===== config.mk =====
export PLATFORM = sky130hd
export DESIGN_NAME = tpc_top
export DESIGN_NICKNAME = d
export VERILOG_FILES = /design/src/rtl/tpc_pkg.sv /design/src/rtl/tpc_regs.sv /design/src/rtl/tpc_rate.sv /design/src/rtl/tpc_accum.sv /design/src/rtl/tpc_top.sv
export SDC_FILE = /design/constraint.sdc
export NUM_CORES = 1
export LEC_CHECK = 0
export ABC_CLOCK_PERIOD_IN_PS = 8300
export BUFFER_PORTS_ARGS = -buffer_cell sky130_fd_sc_hd__buf_2
export CORE_MARGIN = 2
export CORE_UTILIZATION = 55
export DETAILED_ROUTE_END_ITERATION = 10
export PLACE_DENSITY = 0.69
export SLEW_MARGIN = 15
export SYNTH_ARGS = -nofsm -noshare
export SYNTH_HDL_FRONTEND = slang
export SYNTH_SLANG_ARGS = --single-unit

===== constraint.sdc =====
create_clock -name clk -period 8.3 [get_ports clk]
set_clock_uncertainty 0.05 [all_clocks]
set_input_delay 0.415 -clock clk [delete_from_list [all_inputs] [get_ports clk]]
set_output_delay 0.415 -clock clk [all_outputs]
set_load 0.005 [all_outputs]

===== src/rtl/tpc_pkg.sv =====
package tpc_pkg;
    // register word indices
    localparam int unsigned WRD_CTRL   = 0;
    localparam int unsigned WRD_COUNT  = 1;
    localparam int unsigned WRD_PERIOD = 2;
    localparam int unsigned WRD_CORR   = 3;
    localparam int unsigned WRD_STEP   = 4;

    // control bit positions
    localparam int unsigned CB_ENABLE  = 0;
    localparam int unsigned CB_EVT     = 4;
    localparam int unsigned CB_WRAP    = 5;
    localparam int unsigned CB_RESTART = 9;
    localparam int unsigned CB_CAPTURE = 11;

    // correction step field low bit in the step word
    localparam int unsigned STEP_CORR_LSB = 8;

    typedef enum logic [0:0] {
        ST_HALT = 1'b0,
        ST_RUN  = 1'b1
    } tpc_state_e;
endpackage


===== src/rtl/tpc_regs.sv =====
module tpc_regs
    import tpc_pkg::*;
#(
    parameter int unsigned DATA_W = 32,
    parameter int unsigned STEP_W = 7,
    parameter int unsigned AW     = 3
) (
    input  logic              clk,
    input  logic              rst_n,
    input  logic              bus_we,
    input  logic [AW-1:0]     bus_addr,
    input  logic [DATA_W-1:0] bus_wdata,
    output logic [DATA_W-1:0] bus_rdata,
    input  logic [DATA_W-1:0] snap_i,
    output logic              run_o,
    output logic              evt_en_o,
    output logic              wrap_en_o,
    output logic              cap_req_o,
    output logic              restart_o,
    output logic              load_we_o,
    output logic [DATA_W-1:0] period_o,
    output logic [DATA_W-1:0] corr_per_o,
    output logic [STEP_W-1:0] step_norm_o,
    output logic [STEP_W-1:0] step_corr_o,
    output logic              cap_flag_o,
    output logic              rst_flag_o
);
    tpc_state_e state_q, state_d;
    logic ctrl_wr;

    assign ctrl_wr   = bus_we && (bus_addr == AW'(WRD_CTRL));
    assign cap_req_o = ctrl_wr && bus_wdata[CB_CAPTURE];
    assign restart_o = ctrl_wr && bus_wdata[CB_RESTART];
    assign load_we_o = bus_we && (bus_addr == AW'(WRD_COUNT));

    // state register
    always_ff @(posedge clk or negedge rst_n) begin
        if (!rst_n) state_q <= ST_HALT;
        else        state_q <= state_d;
    end

    // transitions: start (HALT->RUN), stop (RUN->HALT)
    always_comb begin
        state_d = state_q;
        unique case (state_q)
            ST_HALT: if (ctrl_wr && bus_wdata[CB_ENABLE])  state_d = ST_RUN;
            ST_RUN:  if (ctrl_wr && !bus_wdata[CB_ENABLE]) state_d = ST_HALT;
            default: state_d = ST_HALT;
        endcase
    end

    // state outputs
    always_comb begin
        run_o = 1'b0;
        unique case (state_q)
            ST_HALT: run_o = 1'b0;
            ST_RUN:  run_o = 1'b1;
            default: run_o = 1'b0;
        endcase
    end

    // configuration and self-clearing flags
    always_ff @(posedge clk or negedge rst_n) begin
        if (!rst_n) begin
            evt_en_o    <= 1'b0;
            wrap_en_o   <= 1'b0;
            cap_flag_o  <= 1'b0;
            rst_flag_o  <= 1'b0;
            period_o    <= '0;
            corr_per_o  <= '0;
            step_norm_o <= '0;
            step_corr_o <= '0;
        end else begin
            cap_flag_o <= cap_req_o;
            rst_flag_o <= restart_o;
            if (ctrl_wr) begin
                evt_en_o  <= bus_wdata[CB_EVT];
                wrap_en_o <= bus_wdata[CB_WRAP];
            end
            if (bus_we && bus_addr == AW'(WRD_PERIOD)) period_o   <= bus_wdata;
            if (bus_we && bus_addr == AW'(WRD_CORR))   corr_per_o <= bus_wdata;
            if (bus_we && bus_addr == AW'(WRD_STEP)) begin
                step_norm_o <= bus_wdata[STEP_W-1:0];
                step_corr_o <= bus_wdata[STEP_CORR_LSB +: STEP_W];
            end
        end
    end

    // read mux
    always_comb begin
        bus_rdata = '0;
        case (bus_addr)
            AW'(WRD_CTRL): begin
                bus_rdata[CB_ENABLE]  = run_o;
                bus_rdata[CB_EVT]     = evt_en_o;
                bus_rdata[CB_WRAP]    = wrap_en_o;
                bus_rdata[CB_RESTART] = rst_flag_o;
                bus_rdata[CB_CAPTURE] = cap_flag_o;
            end
            AW'(WRD_COUNT):  bus_rdata = snap_i;
            AW'(WRD_PERIOD): bus_rdata = period_o;
            AW'(WRD_CORR):   bus_rdata = corr_per_o;
            AW'(WRD_STEP): begin
                bus_rdata[STEP_W-1:0]               = step_norm_o;
                bus_rdata[STEP_CORR_LSB +: STEP_W]  = step_corr_o;
            end
            default: bus_rdata = '0;
        endcase
    end
endmodule


===== src/rtl/tpc_rate.sv =====
module tpc_rate #(
    parameter int unsigned DATA_W = 32,
    parameter int unsigned STEP_W = 7
) (
    input  logic              clk,
    input  logic              rst_n,
    input  logic              run_i,
    input  logic              restart_i,
    input  logic [DATA_W-1:0] corr_per_i,
    input  logic [STEP_W-1:0] step_norm_i,
    input  logic [STEP_W-1:0] step_corr_i,
    output logic [STEP_W-1:0] step_o
);
    logic [DATA_W-1:0] phase_q;
    logic corr_on, corr_due;

    assign corr_on  = (corr_per_i != '0);
    assign corr_due = corr_on && (phase_q >= corr_per_i);
    assign step_o   = corr_due ? step_corr_i : step_norm_i;

    always_ff @(posedge clk or negedge rst_n) begin
        if (!rst_n) begin
            phase_q <= '0;
        end else if (restart_i) begin
            phase_q <= '0;
        end else if (run_i) begin
            if (!corr_on || corr_due) phase_q <= '0;
            else                      phase_q <= phase_q + 1'b1;
        end
    end
endmodule


===== src/rtl/tpc_accum.sv =====
module tpc_accum #(
    parameter int unsigned DATA_W = 32,
    parameter int unsigned STEP_W = 7
) (
    input  logic              clk,
    input  logic              rst_n,
    input  logic              run_i,
    input  logic              restart_i,
    input  logic              load_we_i,
    input  logic [DATA_W-1:0] load_val_i,
    input  logic [STEP_W-1:0] step_i,
    input  logic              wrap_en_i,
    input  logic              evt_en_i,
    input  logic [DATA_W-1:0] period_i,
    input  logic              cap_req_i,
    output logic [DATA_W-1:0] count_o,
    output logic [DATA_W-1:0] snap_o,
    output logic              ovf_o
);
    localparam int unsigned SUM_W = DATA_W + 1;

    logic [SUM_W-1:0]  sum;
    logic              wrap_hit;
    logic [DATA_W-1:0] next_cnt;

    assign sum      = {1'b0, count_o} + SUM_W'(step_i);
    assign wrap_hit = wrap_en_i && (period_i != '0) && (sum >= {1'b0, period_i});
    assign next_cnt = wrap_hit ? DATA_W'(sum - {1'b0, period_i}) : sum[DATA_W-1:0];

    always_ff @(posedge clk or negedge rst_n) begin
        if (!rst_n) begin
            count_o <= '0;
            ovf_o   <= 1'b0;
        end else begin
            ovf_o <= 1'b0;
            if (restart_i) begin
                count_o <= '0;
            end else if (load_we_i) begin
                count_o <= load_val_i;
            end else if (run_i) begin
                count_o <= next_cnt;
                ovf_o   <= wrap_hit && evt_en_i;
            end
        end
    end

    always_ff @(posedge clk or negedge rst_n) begin
        if (!rst_n)         snap_o <= '0;
        else if (cap_req_i) snap_o <= count_o;
    end
endmodule


===== src/rtl/tpc_top.sv =====
module tpc_top #(
    parameter int unsigned DATA_W = 32,
    parameter int unsigned STEP_W = 7,
    parameter int unsigned AW     = 3
) (
    input  logic              clk,
    input  logic              rst_n,
    input  logic              reg_we,
    input  logic [AW-1:0]     reg_addr,
    input  logic [DATA_W-1:0] reg_wdata,
    output logic [DATA_W-1:0] reg_rdata,
    output logic              ovf_pulse
);
    logic              run, evt_en, wrap_en, cap_req, restart, load_we;
    logic              cap_flag, rst_flag;
    logic [DATA_W-1:0] period, corr_per, snap, count;
    logic [STEP_W-1:0] step_norm, step_corr, step;

    tpc_regs #(.DATA_W(DATA_W), .STEP_W(STEP_W), .AW(AW)) u_regs (
        .clk(clk), .rst_n(rst_n),
        .bus_we(reg_we), .bus_addr(reg_addr), .bus_wdata(reg_wdata), .bus_rdata(reg_rdata),
        .snap_i(snap),
        .run_o(run), .evt_en_o(evt_en), .wrap_en_o(wrap_en),
        .cap_req_o(cap_req), .restart_o(restart), .load_we_o(load_we),
        .period_o(period), .corr_per_o(corr_per),
        .step_norm_o(step_norm), .step_corr_o(step_corr),
        .cap_flag_o(cap_flag), .rst_flag_o(rst_flag)
    );

    tpc_rate #(.DATA_W(DATA_W), .STEP_W(STEP_W)) u_rate (
        .clk(clk), .rst_n(rst_n),
        .run_i(run), .restart_i(restart), .corr_per_i(corr_per),
        .step_norm_i(step_norm), .step_corr_i(step_corr), .step_o(step)
    );

    tpc_accum #(.DATA_W(DATA_W), .STEP_W(STEP_W)) u_accum (
        .clk(clk), .rst_n(rst_n),
        .run_i(run), .restart_i(restart), .load_we_i(load_we), .load_val_i(reg_wdata),
        .step_i(step), .wrap_en_i(wrap_en), .evt_en_i(evt_en), .period_i(period),
        .cap_req_i(cap_req), .count_o(count), .snap_o(snap), .ovf_o(ovf_pulse)
    );
endmodule


==> results.tsv <==
stage	metric	value	unit
clock_tree	clk_latency	440	ps
pwr	peakVddDrop	0.348	mV
flow_run	drv_cap	0	
pwr	p_comb_share	52.0	%
finish	final_layout_size_suffix_gt1_share	17.1	%
global_routing	overflow	0	
routing	num_vias	10829	
setup_path	r2r_start	u_regs.corr_per_o[5]	
clock_tree	htreeDepth	4	
timing	slew_viol_final	0	
setup_path	regToRegSetupSlack	540	ps
logic_synthesis	synthAdderAreaFrac	7.64	%
die	row_count	54	
logic_synthesis	syn_nets	1466	
timing	rsz0062_at_grt	no	
timing	setup_slack	544	ps
routing	drc	0	
die	initial_utilization	56.2	%
global_routing	antenna_found_initial	0	
pwr	p_sw	0.00200	W
die	io_pins	71	
logic_synthesis	synth_compound_area_share	20.9	%
setup_path	critPathMaxFanout	9	
finish	multiInputGateArea	0.00722	sq mm
logic_synthesis	synth_xor_xnor_area_share	3.27	%
clock_tree	cts_buffers	17	
clock_tree	cts.sinks	180	
clock_tree	clk_path_buf_depth	2	
pwr	seq_power_share	30.4	%
pwr	p_int	0.00258	W
timing	hold_viol	0	
global_routing	grt_max_degree	126	
setup_path	crit_type	reg -> reg	
finish	final-seq-area	0.00450	sq mm
timing	min_period_over_period	93.5	%
setup_path	worst_path_largest_cell_delay	500	ps
timing	relSlewSlack	31.1	%
routing	viasPerCell	6.40	
global_routing	grt_pass1_wl	59000	um
finish	diodes	0	
clock_tree	cts_tree	yes	
logic_synthesis	synth-main-ff-cell	dfrtp_1	
setup_path	reg2reg_to	u_accum.count_o[16]	
logic_synthesis	synth_top_family_by_area	compound AO/OA/AOI/OAI gates	
timing	finalSetupTns	0	ps
setup_path	worstSetupEndpointType	flip-flop	
timing	fin_crit	7760	ps
routing	firstDrtPassIters	6	
die	die_w	154	um
placed_design	io_buffers	70	
logic_synthesis	synth_most_common_cell	dfrtp_1	
timing	worst_pin_slew	1030	ps
placed_design	dp_hpwl	28200	um
setup_path	rr_worst_depth	30	
logic_synthesis	synth.largest_area_cell	dfrtp_1	
timing	fmax	129	MHz
pwr	p_leak	6.31	nW
clock_tree	ctsHoldBuffers	0	
finish	area_growth	9.91	%
pwr	power.density	339	mW/mm^2
logic_synthesis	yosys.area_share.simple	15.3	%
setup_path	cp-start-kind	flip-flop	
logic_synthesis	synth_top_area_share	36.6	%
global_routing	track_usage	32.1	%
global_routing	first_global_vias	10221	
routing	drt-initial-drc-count	1276	
placed_design	gp_congestion	0.939	
logic_synthesis	synth_commonest_cells	dfrtp_1, nand2_1, o21ai_0	
setup_path	cpMaxStageDelayCell	o311ai_1	
logic_synthesis	synth_area	0.0123	sq mm
routing	wl_per_cell	22.1	um
logic_synthesis	synth.distinct_cells	76	
pwr	pwr-share-clk	17.7	%
die	die_y	154	um
run_status	status	finished, final reports clean	
timing	finalSetupViolCount	0	
clock_tree	cts.clk_slew.worst_paths	70	ps
hold_path	hold_class	in -> async	
logic_synthesis	ys_ff_latch	180	
logic_synthesis	synth_edf_count	0	
pwr	switching_share	43.7	%
setup_path	required	8600	ps
routing	wl	37500	um
die	core	0.0219	sq mm
logic_synthesis	synth_area_leaders	dfrtp_1, mux2_2, ha_1	
setup_path	arrival	8050	ps
logic_synthesis	syn_inst	1354	
die	dieArea	0.0236	sq mm
finish	nets	1512	
logic_synthesis	synthMuxAreaShare	11.4	%
clock_tree	root_buffer	clkbuf_16	
logic_synthesis	yosys_warnings	0	
routing	detail-route-antenna-nets	0	
placed_design	dp_slack	409	ps
logic_synthesis	synth.avg_cell_area	9.09	sq um
logic_synthesis	synth.yosys.seq_area_share	36.6	%
logic_synthesis	synth-async-reset-ratio	100	%
finish	fillers	1946	
timing repair:
| item | in CTS | in global routing |
|---|---|---|
| endpoints found under the setup margin | 0 | 32 |
| setup buffers | 0 | 7 |
| gates resized for setup | 0 | 4 |
flip-flops by register name (all words and copies together) (netlist names), named ones only:
| register | count |
|---|---|
| u_accum.count_o | 32 |
| u_accum.snap_o | 32 |
| u_rate.phase_q | 32 |
| u_regs.corr_per_o | 32 |
| u_regs.period_o | 32 |
| u_regs.step_corr_o | 7 |
| u_regs.step_norm_o | 7 |
| u_accum.ovf_o | 1 |
| u_regs.cap_flag_o | 1 |
| u_regs.evt_en_o | 1 |
| u_regs.rst_flag_o | 1 |
| u_regs.wrap_en_o | 1 |
layout make-up:
| cell class | instances | share of cell area, % |
|---|---|---|
| clock buffer | 20 | 3.45 |
| clock inverter | 12 | 0.906 |
| inverter | 83 | 2.30 |
| multi-input combinational | 1022 | 53.4 |
| sequential | 180 | 33.3 |
| tap | 280 | 2.59 |
| timing repair buffer | 96 | 4.10 |
worst max-delay path: cells and delay by family (launching register included):
family | cells | cell delay [ps]
AOI/OAI and AO/OA | 14 | 3850
adders and majority gates | 4 | 1220
and+or+nand+nor | 5 | 790
buffers and inverters | 4 | 580
muxes | 2 | 530
DFF | 1 | 420
xor gates and xnor gates | 1 | 230
cell usage in the layout (no fill, tap or decap), types with 17 or more instances in the layout:
| cell | n |
|---|---|
| a21o_1 | 26 |
| clkbuf_16 | 17 |
| nor4_1 | 24 |
| buf_4 | 26 |
| nor3_1 | 17 |
| inv_1 | 82 |
| nor2_1 | 83 |
| a22oi_1 | 36 |
| o22ai_1 | 30 |
| mux2_2 | 92 |
| and3_1 | 34 |
| a21oi_1 | 76 |
| dfrtp_1 | 180 |
| o21ai_0 | 97 |
| ha_1 | 72 |
| xor2_1 | 17 |
| a31oi_1 | 24 |
| nand2_1 | 107 |
| mux2i_1 | 35 |
| nand2b_1 | 22 |
| nand4_1 | 23 |
| xnor2_1 | 29 |
| nand3_1 | 33 |
| buf_2 | 69 |
per-stage QoR:
step	cells	hold WS (ps)	util, %	cell area (sq um)	power [W]
after floorplan	1354	69.4	-	12300	0.00309
after global placement	1654	420	58.8	12900	0.00366
after detailed placement	1654	436	58.8	12900	0.00371
after CTS	1686	126	61.5	13500	0.00452
after global routing	1693	159	61.8	13500	0.00490
final	1693	83.5	61.8	13500	0.00458
power groups by stage:
stage	Sequential (W)	Clock (W)	Combinational, W
global placement	0.00138	0	0.00228
finish	0.00139	0.000809	0.00238
CTS	0.00138	0.000816	0.00232
detailed placement	0.00139	0	0.00231
floorplan	0.00128	0	0.00181
global route	0.00142	0.000854	0.00263
how the worst max path moves through the flow:
| stage | start | to | slack (ps) |
|---|---|---|---|
| final | u_regs.corr_per_o[5] | u_accum.count_o[16] | 540 |
| after global routing | u_regs.corr_per_o[5] | u_accum.count_o[16] | 60 |
| after CTS | u_regs.corr_per_o[5] | u_accum.count_o[16] | 320 |
| after detailed placement | u_regs.corr_per_o[5] | u_accum.count_o[16] | 410 |
| after global placement | u_rate.phase_q[5] | u_accum.count_o[5] | 530 |
| after floorplan | u_rate.phase_q[5] | u_accum.count_o[23] | 1350 |
metal layers:
metal	up-vias	GRT usage (%)	share of wire (%)
li1	5038	-	-
met3	69	5.64	7.1
met5	-	0	0
met2	473	48.1	45
met4	0	8.65	2.1
met1	5249	47.9	46
kinds of logic after synthesis:
kind of cell	after synthesis
compound gates	388
simple gates	386
flops	180
buf+inv	152
mux	128
fa+ha+maj	74
xor+xnor	46
(Power assumes the default switching activity.)
